<file path="src/rtl/i2c_cmd_seq_pkg.sv">
package i2c_cmd_seq_pkg;

   typedef enum logic [2:0] {
      BOP_START = 3'd0,
      BOP_STOP  = 3'd1,
      BOP_WRITE = 3'd2,
      BOP_READ  = 3'd3,
      BOP_CLEAR = 3'd4
   } bus_op_e;

   localparam logic [2:0] OPC_WR   = 3'd1;
   localparam logic [2:0] OPC_RD   = 3'd2;
   localparam logic [2:0] OPC_WRRD = 3'd3;
   localparam logic [2:0] OPC_ADDR = 3'd4;
   localparam logic [2:0] OPC_CLR  = 3'd6;
   localparam logic [2:0] OPC_STOP = 3'd7;

   localparam int OPC_LSB     = 16;
   localparam int FLG_HOLD    = 2;
   localparam int FLG_IGNNACK = 6;
   localparam int FLG_ACKLAST = 7;
   localparam int FLG_NOADDR  = 8;
   localparam int ADDR_LSB    = 9;

   localparam int ST_DONE = 0;
   localparam int ST_ABT  = 1;
   localparam int ST_FAIL = 2;
   localparam int ST_ILL  = 3;
   localparam int ST_OVR  = 4;
   localparam int ST_N    = 5;

   typedef enum logic [3:0] {
      PH_CLR  = 4'd0,
      PH_S1   = 4'd1,
      PH_A1   = 4'd2,
      PH_WD   = 4'd3,
      PH_S2   = 4'd4,
      PH_A2   = 4'd5,
      PH_RD   = 4'd6,
      PH_STOP = 4'd7,
      PH_END  = 4'd8
   } phase_e;

   typedef enum logic [1:0] {
      SQ_IDLE, SQ_DECIDE, SQ_FETCH, SQ_REQ
   } seq_st_e;

endpackage

</file>
<file path="src/rtl/i2c_cmd_sticky.sv">
module i2c_cmd_sticky #(
   parameter int N = 5
) (
   input  logic         clk,
   input  logic         rst_n,
   input  logic [N-1:0] set,
   input  logic [N-1:0] clr,
   output logic [N-1:0] q
);
   for (genvar i = 0; i < N; i++) begin : g_bit
      always_ff @(posedge clk or negedge rst_n) begin
         if (!rst_n)      q[i] <= 1'b0;
         else if (set[i]) q[i] <= 1'b1;
         else if (clr[i]) q[i] <= 1'b0;
      end

      // a set bit survives any cycle without a clear
      p_hold_r12: assert property (@(posedge clk) disable iff (!rst_n)
         (q[i] && !clr[i]) |=> q[i]);
   end
endmodule

</file>
<file path="src/rtl/i2c_cmd_fsm.sv">
module i2c_cmd_fsm
   import i2c_cmd_seq_pkg::*;
#(
   parameter int LEN_W = 8,
   parameter int CMD_W = 19
) (
   input  logic             clk,
   input  logic             rst_n,
   input  logic             cmd_valid,
   input  logic [CMD_W-1:0] cmd_word,
   input  logic [LEN_W-1:0] tx_len,
   input  logic [LEN_W-1:0] rx_len,
   input  logic             tx_valid,
   input  logic [7:0]       tx_data,
   output logic             tx_ready,
   output logic             rx_valid,
   output logic [7:0]       rx_data,
   input  logic             abort_req,
   output logic             bus_req,
   output logic [2:0]       bus_op,
   output logic [7:0]       bus_wbyte,
   output logic             bus_ack,
   input  logic             bus_done,
   input  logic [7:0]       bus_rbyte,
   input  logic             bus_nack,
   output logic             busy,
   output logic [ST_N-1:0]  evt
);
   localparam logic [LEN_W-1:0] ONE = LEN_W'(1);

   seq_st_e          st;
   phase_e           ph;
   logic [2:0]       opc;
   logic [6:0]       addr;
   logic             f_hold, f_ign, f_acklast, f_noaddr;
   logic [LEN_W-1:0] wcnt, rcnt;
   logic             failing, aborting, abort_lat;
   bus_op_e          op_r;
   logic [7:0]       wbyte_r;
   logic             ack_r;

   logic [2:0] in_opc;
   logic       in_legal;
   assign in_opc   = cmd_word[OPC_LSB +: 3];
   assign in_legal = (in_opc != 3'd0) && (in_opc != 3'd5);

   logic    is_xfer, has_wr, has_rd;
   logic    d_use, d_ack;
   bus_op_e d_op;
   logic [7:0] d_byte;

   assign is_xfer = (opc >= OPC_WR) && (opc <= OPC_ADDR);
   assign has_wr  = (opc == OPC_WR) || (opc == OPC_WRRD);
   assign has_rd  = (opc == OPC_RD) || (opc == OPC_WRRD);

   always_comb begin
      d_use  = 1'b0;
      d_op   = BOP_START;
      d_byte = 8'h00;
      d_ack  = 1'b0;
      case (ph)
         PH_CLR:  begin d_use = (opc == OPC_CLR); d_op = BOP_CLEAR; end
         PH_S1:   d_use = is_xfer;
         PH_A1:   begin
            d_use = is_xfer && !f_noaddr; d_op = BOP_WRITE;
            d_byte = {addr, opc == OPC_RD};
         end
         PH_WD:   d_use = has_wr && (wcnt != '0);
         PH_S2:   d_use = (opc == OPC_WRRD);
         PH_A2:   begin
            d_use = (opc == OPC_WRRD) && !f_noaddr; d_op = BOP_WRITE;
            d_byte = {addr, 1'b1};
         end
         PH_RD:   begin
            d_use = has_rd && (rcnt != '0); d_op = BOP_READ;
            d_ack = (rcnt != ONE) || f_acklast;
         end
         PH_STOP: begin
            d_use = (opc == OPC_CLR) || (opc == OPC_STOP) || !f_hold
                    || failing || aborting;
            d_op  = BOP_STOP;
         end
         default: d_use = 1'b0;
      endcase
   end

   always_ff @(posedge clk or negedge rst_n) begin
      if (!rst_n) begin
         st <= SQ_IDLE; ph <= PH_CLR; opc <= '0; addr <= '0;
         f_hold <= 1'b0; f_ign <= 1'b0; f_acklast <= 1'b0; f_noaddr <= 1'b0;
         wcnt <= '0; rcnt <= '0;
         failing <= 1'b0; aborting <= 1'b0; abort_lat <= 1'b0;
         op_r <= BOP_START; wbyte_r <= '0; ack_r <= 1'b0;
         evt <= '0; rx_valid <= 1'b0; rx_data <= '0;
      end else begin
         evt      <= '0;
         rx_valid <= 1'b0;
         if (cmd_valid && st != SQ_IDLE) evt[ST_OVR] <= 1'b1;
         if (abort_req && st != SQ_IDLE) abort_lat <= 1'b1;
         case (st)
            SQ_IDLE: if (cmd_valid) begin
               if (in_legal) begin
                  opc <= in_opc; addr <= cmd_word[ADDR_LSB +: 7];
                  f_hold <= cmd_word[FLG_HOLD]; f_ign <= cmd_word[FLG_IGNNACK];
                  f_acklast <= cmd_word[FLG_ACKLAST]; f_noaddr <= cmd_word[FLG_NOADDR];
                  wcnt <= tx_len; rcnt <= rx_len; ph <= PH_CLR;
                  failing <= 1'b0; aborting <= 1'b0; abort_lat <= 1'b0;
                  st <= SQ_DECIDE;
               end else begin
                  evt[ST_ILL] <= 1'b1;
               end
            end
            SQ_DECIDE: begin
               if (abort_lat && !aborting && ph < PH_STOP) begin
                  aborting <= 1'b1;
                  ph       <= PH_STOP;
               end else if (ph == PH_END) begin
                  if (aborting) evt[ST_ABT]  <= 1'b1;
                  else          evt[ST_DONE] <= 1'b1;
                  st <= SQ_IDLE;
               end else if (d_use) begin
                  if (ph == PH_WD) st <= SQ_FETCH;
                  else begin
                     op_r <= d_op; wbyte_r <= d_byte; ack_r <= d_ack;
                     st <= SQ_REQ;
                  end
               end else begin
                  ph <= phase_e'(ph + 4'd1);
               end
            end
            SQ_FETCH: begin
               if (abort_lat) st <= SQ_DECIDE;
               else if (tx_valid) begin
                  op_r <= BOP_WRITE; wbyte_r <= tx_data; ack_r <= 1'b0;
                  st <= SQ_REQ;
               end
            end
            SQ_REQ: if (bus_done) begin
               st <= SQ_DECIDE;
               case (ph)
                  PH_A1, PH_A2: begin
                     if (bus_nack && !f_ign) begin
                        failing <= 1'b1; evt[ST_FAIL] <= 1'b1; ph <= PH_STOP;
                     end else ph <= phase_e'(ph + 4'd1);
                  end
                  PH_WD: begin
                     if (bus_nack) begin
                        failing <= 1'b1; evt[ST_FAIL] <= 1'b1; ph <= PH_STOP;
                     end else wcnt <= wcnt - ONE;
                  end
                  PH_RD: begin
                     rx_valid <= 1'b1; rx_data <= bus_rbyte; rcnt <= rcnt - ONE;
                  end
                  default: ph <= phase_e'(ph + 4'd1);
               endcase
            end
            default: st <= SQ_IDLE;
         endcase
      end
   end

   assign tx_ready  = (st == SQ_FETCH) && !abort_lat;
   assign bus_req   = (st == SQ_REQ);
   assign bus_op    = op_r;
   assign bus_wbyte = wbyte_r;
   assign bus_ack   = ack_r;
   assign busy      = (st != SQ_IDLE);

   // request and its operands are held until the engine answers
   p_req_stable_r2: assert property (@(posedge clk) disable iff (!rst_n)
      (bus_req && !bus_done) |=> (bus_req && $stable(bus_op) && $stable(bus_wbyte)));
   // the TX stream is never popped while an operation is outstanding
   p_pop_idle_r2: assert property (@(posedge clk) disable iff (!rst_n)
      tx_ready |-> !bus_req);
   // final read byte is NACKed unless the ack-last flag is set
   p_last_nack_r3: assert property (@(posedge clk) disable iff (!rst_n)
      (bus_req && bus_op == BOP_READ && rcnt == ONE && !f_acklast) |-> !bus_ack);
   // an illegal command leaves the sequencer idle
   p_ill_quiet_r1: assert property (@(posedge clk) disable iff (!rst_n)
      evt[ST_ILL] |-> !busy);
   // a command ends either done or aborted, never both
   p_end_once_r13: assert property (@(posedge clk) disable iff (!rst_n)
      $onehot0(evt[ST_ABT:ST_DONE]));
endmodule

</file>
<file path="src/rtl/i2c_cmd_seq.sv">
module i2c_cmd_seq
   import i2c_cmd_seq_pkg::*;
#(
   parameter int LEN_W = 8,
   parameter int CMD_W = 19
) (
   input  logic             clk,
   input  logic             rst_n,
   input  logic             cmd_valid,
   input  logic [CMD_W-1:0] cmd_word,
   input  logic [LEN_W-1:0] tx_len,
   input  logic [LEN_W-1:0] rx_len,
   input  logic             tx_valid,
   input  logic [7:0]       tx_data,
   output logic             tx_ready,
   output logic             rx_valid,
   output logic [7:0]       rx_data,
   input  logic             abort_req,
   output logic             bus_req,
   output logic [2:0]       bus_op,
   output logic [7:0]       bus_wbyte,
   output logic             bus_ack,
   input  logic             bus_done,
   input  logic [7:0]       bus_rbyte,
   input  logic             bus_nack,
   input  logic [4:0]       sts_clr,
   output logic [4:0]       sts,
   output logic             busy
);
   if (CMD_W < OPC_LSB + 3) begin : g_bad_cmd_w
      $error("CMD_W too narrow for the opcode field");
   end
   if (LEN_W < 1) begin : g_bad_len_w
      $error("LEN_W must be at least 1");
   end

   logic [ST_N-1:0] evt;

   i2c_cmd_fsm #(.LEN_W(LEN_W), .CMD_W(CMD_W)) u_fsm (
      .clk, .rst_n, .cmd_valid, .cmd_word, .tx_len, .rx_len,
      .tx_valid, .tx_data, .tx_ready, .rx_valid, .rx_data, .abort_req,
      .bus_req, .bus_op, .bus_wbyte, .bus_ack, .bus_done, .bus_rbyte,
      .bus_nack, .busy, .evt
   );

   i2c_cmd_sticky #(.N(ST_N)) u_sts (
      .clk, .rst_n, .set(evt), .clr(sts_clr), .q(sts)
   );

   // a command offered while busy lands in the overrun bit
   p_overrun_r11: assert property (@(posedge clk) disable iff (!rst_n)
      (cmd_valid && busy) |-> ##2 sts[ST_OVR]);
endmodule

</file>
<file path="config.mk">
export PLATFORM = sky130hd
export DESIGN_NAME = i2c_cmd_seq
export DESIGN_NICKNAME = d
export VERILOG_FILES = /design/src/rtl/i2c_cmd_seq_pkg.sv /design/src/rtl/i2c_cmd_sticky.sv /design/src/rtl/i2c_cmd_fsm.sv /design/src/rtl/i2c_cmd_seq.sv
export SDC_FILE = /design/constraint.sdc
export NUM_CORES = 1
export LEC_CHECK = 0
export ABC_CLOCK_PERIOD_IN_PS = 3200
export BUFFER_PORTS_ARGS = -buffer_cell sky130_fd_sc_hd__buf_2
export CAP_MARGIN = 40
export CORE_ASPECT_RATIO = 1.1
export CORE_MARGIN = 4
export CORE_UTILIZATION = 44
export DETAILED_ROUTE_END_ITERATION = 10
export PLACE_DENSITY = 0.73
export SLEW_MARGIN = 15
export SYNTH_ARGS = -nofsm -noshare
export SYNTH_HDL_FRONTEND = slang
export SYNTH_SLANG_ARGS = --single-unit
export TNS_END_PERCENT = 50
</file>
<file path="constraint.sdc">
create_clock -name clk -period 3.2 [get_ports clk]
set_input_delay 0.32 -clock clk [delete_from_list [all_inputs] [get_ports clk]]
set_output_delay 0.32 -clock clk [all_outputs]
set_load 0.05 [all_outputs]
</file>
==> results of run 1 <==
[cells by family (layout without fill, tap and decap cells)]
group | count (synthesis) | after routing
AND/OR/NAND/NOR | 90 | 90
multiplexers | 38 | 38
buffers and inverters | 38 | 136
flip-flops | 70 | 70
adder cells (fa/ha/maj) | 13 | 13
XOR/XNOR | 1 | 1
AO/OA/AOI/OAI | 109 | 109
[final cells by class]
type / instances / area, µm² / share of cell area [%]
Clock buffer: 9 / 124 / 2.69
Timing Repair Buffer: 98 / 536 / 11.6
Tap cell: 111 / 139 / 3.02
Clock inverter: 6 / 86.3 / 1.88
Sequential cell: 70 / 1750 / 38.1
Inverter: 23 / 86.3 / 1.88
Multi-Input combinational cell: 251 / 1870 / 40.8
[worst max-delay path: stages, from the launching register on]
cell and delay (ps):
dfrtp_1 440, inv_1 120, ha_1 290, nand3b_1 240
a311oi_1 80, or4_4 450, or3_4 420, a21oi_2 220
mux2_1 340
[worst max path at each step]
stage | start | slack, ps | end
after global placement | u_fsm.ph[0] | 590 | u_fsm.ph[1]
after floorplan | u_fsm.st[0] | 730 | u_fsm.rcnt[6]
after CTS | u_fsm.ph[0] | 540 | u_fsm.ph[1]
after global routing | u_fsm.ph[0] | 410 | u_fsm.bus_wbyte[0]
final | u_fsm.ph[0] | 500 | u_fsm.ph[1]
after detailed placement | u_fsm.ph[0] | 540 | u_fsm.ph[1]
[through the flow]
step	instances	worst slack, ps	utilization, %	hold WS (ps)	power [mW]
detailed placement	552	545	52.3	226	4.10
floorplan	359	727	-	24.4	3.51
global placement	551	587	52.1	419	4.03
finish	568	501	55.0	171	4.88
CTS	568	539	55.0	155	4.90
global route	568	412	55.0	173	5.25
[report_power, final]
group / switching [mW] / internal, mW / leakage, nW
registers: 0.330 / 1.23 / 0.868
logic: 1.47 / 1.07 / 1.25
clock network: 0.347 / 0.434 / 0.105
[cells in the mapped netlist (all sizes together), types with 4 or more instances]
cell type,number
dfrtp,70
mux2,35
a21oi,27
o21ai,23
inv,22
nand3,15
nand2,14
nor2,14
ha,13
nor3,12
clkbuf,11
a22o,10
o22ai,10
a21o,7
nand2b,6
nor2b,5
nor3b,5
a31oi,4
buf,4
[per-layer routing]
layer	wire length, µm	GRT usage (%)	part of all wire, %	vias up
li1	-	-	-	1524
met1	3840	24.7	42	1560
met2	4630	31.9	51	70
met3	480	4.71	5.3	10
met4	132	4.81	1.5	0
met5	0	0	0	-
[sequential cells by signal (all words and copies together) (netlist names), 4 cells and up]
name,flops
u_fsm.wcnt,8
u_fsm.rx_data,8
u_fsm.addr,7
u_fsm.rcnt,8
u_sts.q,5
u_fsm.ph,4
u_fsm.bus_wbyte,8
u_fsm.evt,5
[what timing repair did]
item / 4_1_cts / 5_1_grt
resized for setup: 0 / 0
hold buffers: 1 / 0
endpoints found under the hold margin: 9 / 0
==> metrics.md, run 1 <==
| Metric | Value |
|---|---|
| FF-to-FF path depth | `8` |
| Worst skew pair latency | `360 ps` |
| Die X | `96.4 µm` |
| # port buffers | `86` |
| IO Count | `92` |
| Largest net degree at the start of global routing | `30` |
| WP data arrival | `2930 ps` |
| Die height | `105 µm` |
| Core area | `8360 µm²` |
| Worst reg2reg endpoint | `u_fsm.ph[1]` |
| Vias in the first global route | `3147` |
| Seq cells post-synth | `70` |
| Area Overhead vs Synth | `21.6%` |
| Max-Cap Viols | `0` |
| Share of layout cells above drive strength 1 | `33.9%` |
| Startpoint Class | `flip-flop` |
| Yosys Warn Count | `0` |
| Worst hold stages | `2` |
| Library cells used by synthesis | `60` |
| Sequential-to-total area share from yosys stat | `46.3%` |
| Starting Density | `45.2%` |
| Max clock buf depth | `2` |
| Areal power density over the cells | `1060 nW/µm²` |
| Post-synthesis mux area share | `12.2%` |
| Antenna diodes | `0` |
| Worst setup path class | `reg -> reg` |
| Clk_skew | `13.4 ps` |
| Gpl congestion | `0.909` |
| Hold EP | `u_fsm.evt[3]` |
| RSZ-0062 raised after global routing | `false` |
| Adder-Cell Fraction of Synth Area | `4.30%` |
| CTS Buf Count | `9` |
| Fill cells | `783` |
| Hold Path Origin | `cmd_word[17]` |
| Placement Cell Area | `4380 µm²` |
| DRT Pass-1 Iters | `4` |
| Syn nets | `435` |
| Total grt overflow | `0` |
| Hold Path Class | `in -> reg` |
| Final instance area | `4600 µm²` |
| H-tree levels | `3` |
| # rows | `35` |
| Setup Buffers After CTS | `0` |
| DRT iter0 DRCs | `215` |
| Slew Viols, Final | `0` |
| CTS Sinks | `70` |
| First-pass GRT wire length | `15200 µm` |
| Status | `finished, final reports clean` |
| Leading area contributor after synthesis | `dfrtp_1` |
| Ys async rst share | `100%` |
| Post-Synth Simple-Gate Area | `13.5%` |
| Vias per cell | `5.57` |
| Post-route DRC | `0` |
| Netlist Area Pre-Place | `3780 µm²` |
| Worst slew pin tran | `828 ps` |
| EDFF count, synth | `0` |
| Placed wire-length estimate | `6810 µm` |
| Post-synthesis xor/xnor area fraction | `0.232%` |
| Crit-path max FO | `6` |
| GRT Total Usage | `19.1%` |
| Setup TNS | `0 ps` |
| Final Hold Fails | `0` |
| Worst VDD drop | `0.000543 V` |
| Worst rel slew slack | `44.4%` |
| Worst endpoint required time | `3430 ps` |
| Critical Path End Type | `flip-flop` |
| CTS tree | `done` |
| Max frequency | `371 MHz` |
| Area share of the largest cell type after synthesis | `46.3%` |
| Final WL | `9090 µm` |
| Average wire per standard cell | `16.0 µm` |
| Worst r2r src | `u_fsm.ph[0]` |
| Largest family of logic cells by synthesized area | `compound AO/OA/AOI/OAI gates` |
| Final ANT Viol Nets | `0` |
| Initial antenna violation count | `0` |
| Ys flop type | `dfrtp_1` |
| Clock Pin Slew Worst Setup and Hold Paths | `70 ps` |
| Pleak | `2.23 nW` |
| CTS root buffer | `clkbuf_8` |
| Tmin final | `2700 ps` |
| Commonest non-fill, non-tap cell in the layout | `buf_2` |
| Syn_area_per_cell | `10.5 µm²` |
| Synth Instances | `359` |
| Most frequent cells in the layout | `86 x buf_2, 70 x dfrtp_1, 26 x a21oi_1, 24 x mux2_2` |
| Nets | `529` |
| Die ar. | `10100 µm²` |
| Synth top area cells | `dfrtp_1 46%, mux2_2 7.1%, ha_1 4.3%, mux2_4 4.0%, a21oi_1 3.4%` |
| Final Setup Violations | `0` |
| Compound-cell area share of the yosys netlist | `19.3%` |
| R2R Setup Slk | `500 ps` |
| Period utilization | `84.3%` |
| Vias | `3164` |
Note: power is estimated with default switching activity, not from simulation.
==> run 2, diff against run 1 <==
--- a/config.mk
+++ b/config.mk
@@ -5,7 +5,8 @@
 export SDC_FILE = /design/constraint.sdc
 export NUM_CORES = 1
 export LEC_CHECK = 0
-export ABC_CLOCK_PERIOD_IN_PS = 3200
+export ABC_AREA = 1
+export ABC_CLOCK_PERIOD_IN_PS = 2730
 export BUFFER_PORTS_ARGS = -buffer_cell sky130_fd_sc_hd__buf_2
 export CAP_MARGIN = 40
 export CORE_ASPECT_RATIO = 1.1
==> constraint.sdc (replaced) <==
create_clock -name clk -period 2.73 [get_ports clk]
set_input_delay 0.273 -clock clk [delete_from_list [all_inputs] [get_ports clk]]
set_output_delay 0.273 -clock clk [all_outputs]
set_load 0.05 [all_outputs]
==> metrics.md, run 2 <==
| Metric | Value |
|---|---|
| Vias per cell | `5.00 (-10%)` |
| Die height | `107 µm (+1.3%)` |
| Slew Viols, Final | `0 (unchanged)` |
| Sw frac | `49.2% (+5.3 points)` |
| Hold Path Class | `in -> reg` |
| EDFF count, synth | `0 (unchanged)` |
| Critical Path End Type | `primary output` |
| Antenna diodes | `0 (unchanged)` |
| Final WL | `8700 µm (-4.2%)` |
| Starting Density | `45.7% (+0.52 points)` |
| Fill cells | `817 (+4.3%)` |
| Library cells used by synthesis | `35 (-42%)` |
| Final core utilization | `54.2% (-0.73 points)` |
| First-pass GRT wire length | `15000 µm (-1.5%)` |
| DRT Pass-1 Iters | `4 (unchanged)` |
| Leading area contributor after synthesis | `dfrtp_1` |
| Pleak | `2.42 nW (+8.9%)` |
| Areal power density over the cells | `1150 nW/µm² (+8.4%)` |
| Final ANT Viol Nets | `0 (unchanged)` |
| Synth cell count leaders | `108 x nand2_1, 70 x dfrtp_1, 48 x inv_1, 45 x nand3_1, 41 x nor2_1` |
| Hold Path Origin | `sts_clr[0]` |
| Period utilization | `79.5%` |
| Core area | `8500 µm² (+1.6%)` |
| # port buffers | `86 (unchanged)` |
| Worst setup path class | `reg -> out` |
| Share of layout cells above drive strength 1 | `26.9% (-7.1 points)` |
| Cell Int Power | `2.69 mW (-1.6%)` |
| NetSw | `2.61 mW (+22%)` |
| Seq pwr share | `32.9% (+0.9 points)` |
| Syn_area_per_cell | `8.19 µm² (-22%)` |
| Status | `finished, final reports clean` |
| Nets | `637 (+20%)` |
| Die X | `97.6 µm (+1.3%)` |
| Largest net degree at the start of global routing | `39 (+30%)` |
| Crit path largest cell delay | `430 ps (-20 ps)` |
| Area share of the largest cell type after synthesis | `45.1% (-1.2 points)` |
| Commonest non-fill, non-tap cell in the layout | `nand2_1` |
| Sequence of cells on the critical path | `inv_1 > ha_1 > inv_1 > nor2_1 > buf_2` |
| DRT iter0 DRCs | `221 (+2.8%)` |
| Count leader, synth | `nand2_1` |
| Yosys Warn Count | `0 (unchanged)` |
| RSZ-0062 raised after global routing | `false` |
| Worst VDD drop | `0.000439 V (-19%)` |
| Worst rel slew slack | `71.2% (+27 points)` |
| Slowest cell on crit path | `dfrtp_1` |
| Setup TNS | `0 ps (unchanged)` |
| Total grt overflow | `0 (unchanged)` |
| Netlist Area Pre-Place | `3880 µm² (+2.7%)` |
| GRT Total Usage | `17.5% (-1.6 points)` |
| Initial antenna violation count | `0 (unchanged)` |
| Final Setup Violations | `0 (unchanged)` |
| Max frequency | `461 MHz` |
| Most frequent cells in the layout | `108 x nand2_1, 86 x buf_2, 70 x dfrtp_1, 48 x inv_1, 45 x nand3_1` |
| CTS tree | `done` |
| Clk_skew | `8.79 ps (-4.59 ps)` |
| IO Count | `92 (unchanged)` |
| Startpoint Class | `flip-flop` |
| Footprint of the multi-input gates | `1820 µm² (-3.1%)` |
| Ys async rst share | `100% (unchanged)` |
| Seq cells post-synth | `70 (unchanged)` |
| Setup Buffers After CTS | `0 (unchanged)` |
| Most frequent cell on the critical path | `inv_1` |
| H-tree levels | `3 (unchanged)` |
| Comb pwr share | `52.7% (+0.7 points)` |
| Worst endpoint required time | `2460 ps (-970 ps)` |
| Vias in the first global route | `3305 (+5.0%)` |
| Clock power share | `14.5% (-1.5 points)` |
| Post-route DRC | `0 (unchanged)` |
| Sequential-to-total area share from yosys stat | `45.1% (-1.2 points)` |
| # rows | `35 (unchanged)` |
| WP data arrival | `1900 ps (-1030 ps)` |
| Synth top area cells | `dfrtp_1 45%, nand2_1 10%, nand3_1 5.8%, mux2_2 5.2%, inv_1 4.6%` |
| Placed wire-length estimate | `6820 µm (+0.16%)` |
| Crit-path max FO | `11 (+5)` |
| Vias | `3387 (+7.0%)` |
| CTS Buf Count | `9 (unchanged)` |
| Reg area | `1750 µm² (unchanged)` |
| Clock Pin Slew Worst Setup and Hold Paths | `70 ps (about the same)` |
| CP startpoint | `u_fsm.st[0]` |
| Final Hold Fails | `0 (unchanged)` |
| Worst r2r src | `u_fsm.st[0]` |
| Max clock buf depth | `2 (unchanged)` |
| CTS root buffer | `clkbuf_8` |
| Area Overhead vs Synth | `18.6%` |
| Syn nets | `550 (+26%)` |
| Ys flop type | `dfrtp_1` |
| CTS Sinks | `70 (unchanged)` |
| Tmin final | `2170 ps` |
| Max-Cap Viols | `0 (unchanged)` |
| Average wire per standard cell | `12.9 µm (-20%)` |
| Gpl congestion | `0.903 (-0.75%)` |
| Die ar. | `10400 µm² (+2.5%)` |
| Synth Instances | `474 (+32%)` |
| Worst skew pair latency | `340 ps (-20 ps)` |
| Worst slew pin tran | `431 ps (-397 ps)` |
==> run 2: kinds of logic (layout without fill, tap and decap cells) <==
logic type | after synthesis | in the layout | synth area share, %
adder cells (fa/ha/maj) | 13 | 13 | 4.19
XOR/XNOR | 4 | 4 | 0.902
AO/OA/AOI/OAI | 74 | 74 | 10.9
flip-flops | 70 | 70 | 45.1
multiplexers | 18 | 18 | 5.22
AND/OR/NAND/NOR | 224 | 224 | 25.6
buffers and inverters | 71 | 163 | 8.15
==> run 2: area by class of cell <==
class	instances	area share [%]
repair buffers	94	11.2
clock inverters	6	1.00
multi-input cells	333	39.4
well taps	111	3.01
flip-flops and latches	70	38.0
inverters	53	4.32
clock buffers	10	2.99
==> run 2: power by group through the flow <==
stage	Combinational [mW]	Sequential, mW	Clock [mW]
final	2.79	1.74	0.767
after global routing	3.16	1.80	0.832
after CTS	2.80	1.74	0.788
after detailed placement	2.79	1.76	0
after global placement	2.72	1.74	0
after floorplan	1.89	2.09	0
==> run 2: metal layers <==
layer  share of wire, %  routed length, µm  global-route usage, %
met1                 45               3890                   22.3
met2                 48               4190                   29.2
met3                5.6                488                   4.53
met4                1.6                139                   5.54
met5                  0                  0                      0
==> run 2: critical path: cells and delay by family (launching register included) <==
family	cells	cell delay, ps
flip-flops	1	430
buffers and inverters	3	540
adder cells (fa/ha/maj)	1	410
AND/OR/NAND/NOR	1	170
==> run 2: path summary, 6_finish.rpt <==
path                                   endpoint  slack (ps)  cells past startpoint
worst min-delay path                 u_sts.q[0]         100                      2
worst min register to register       u_sts.q[0]         450                      1
worst max-delay path                   tx_ready         560                      5
max in group asynchronous       u_fsm.bus_op[1]        2050                      3
min in group asynchronous         u_fsm.wcnt[3]         490                      3
worst max register to register    u_fsm.bus_ack         650                      9
==> run 2: timing repair <==
action                                 CTS  global route
gates resized for setup                  0             0
endpoints found under the hold margin    0            70
hold buffers                             0             1
==> run 2: metrics by stage <==
step	setup slack, ps	cell area (µm²)	std cells	power [mW]	hold WS (ps)
6_report	560	4610	677	5.30	102
5_1_grt	462	4610	677	5.79	98.4
4_1_cts	547	4580	675	5.33	29.7
3_5_place_dp	642	4390	659	4.55	405
3_3_place_gp	733	4390	659	4.46	410
2_1_floorplan	748	3880	474	3.98	-22.6
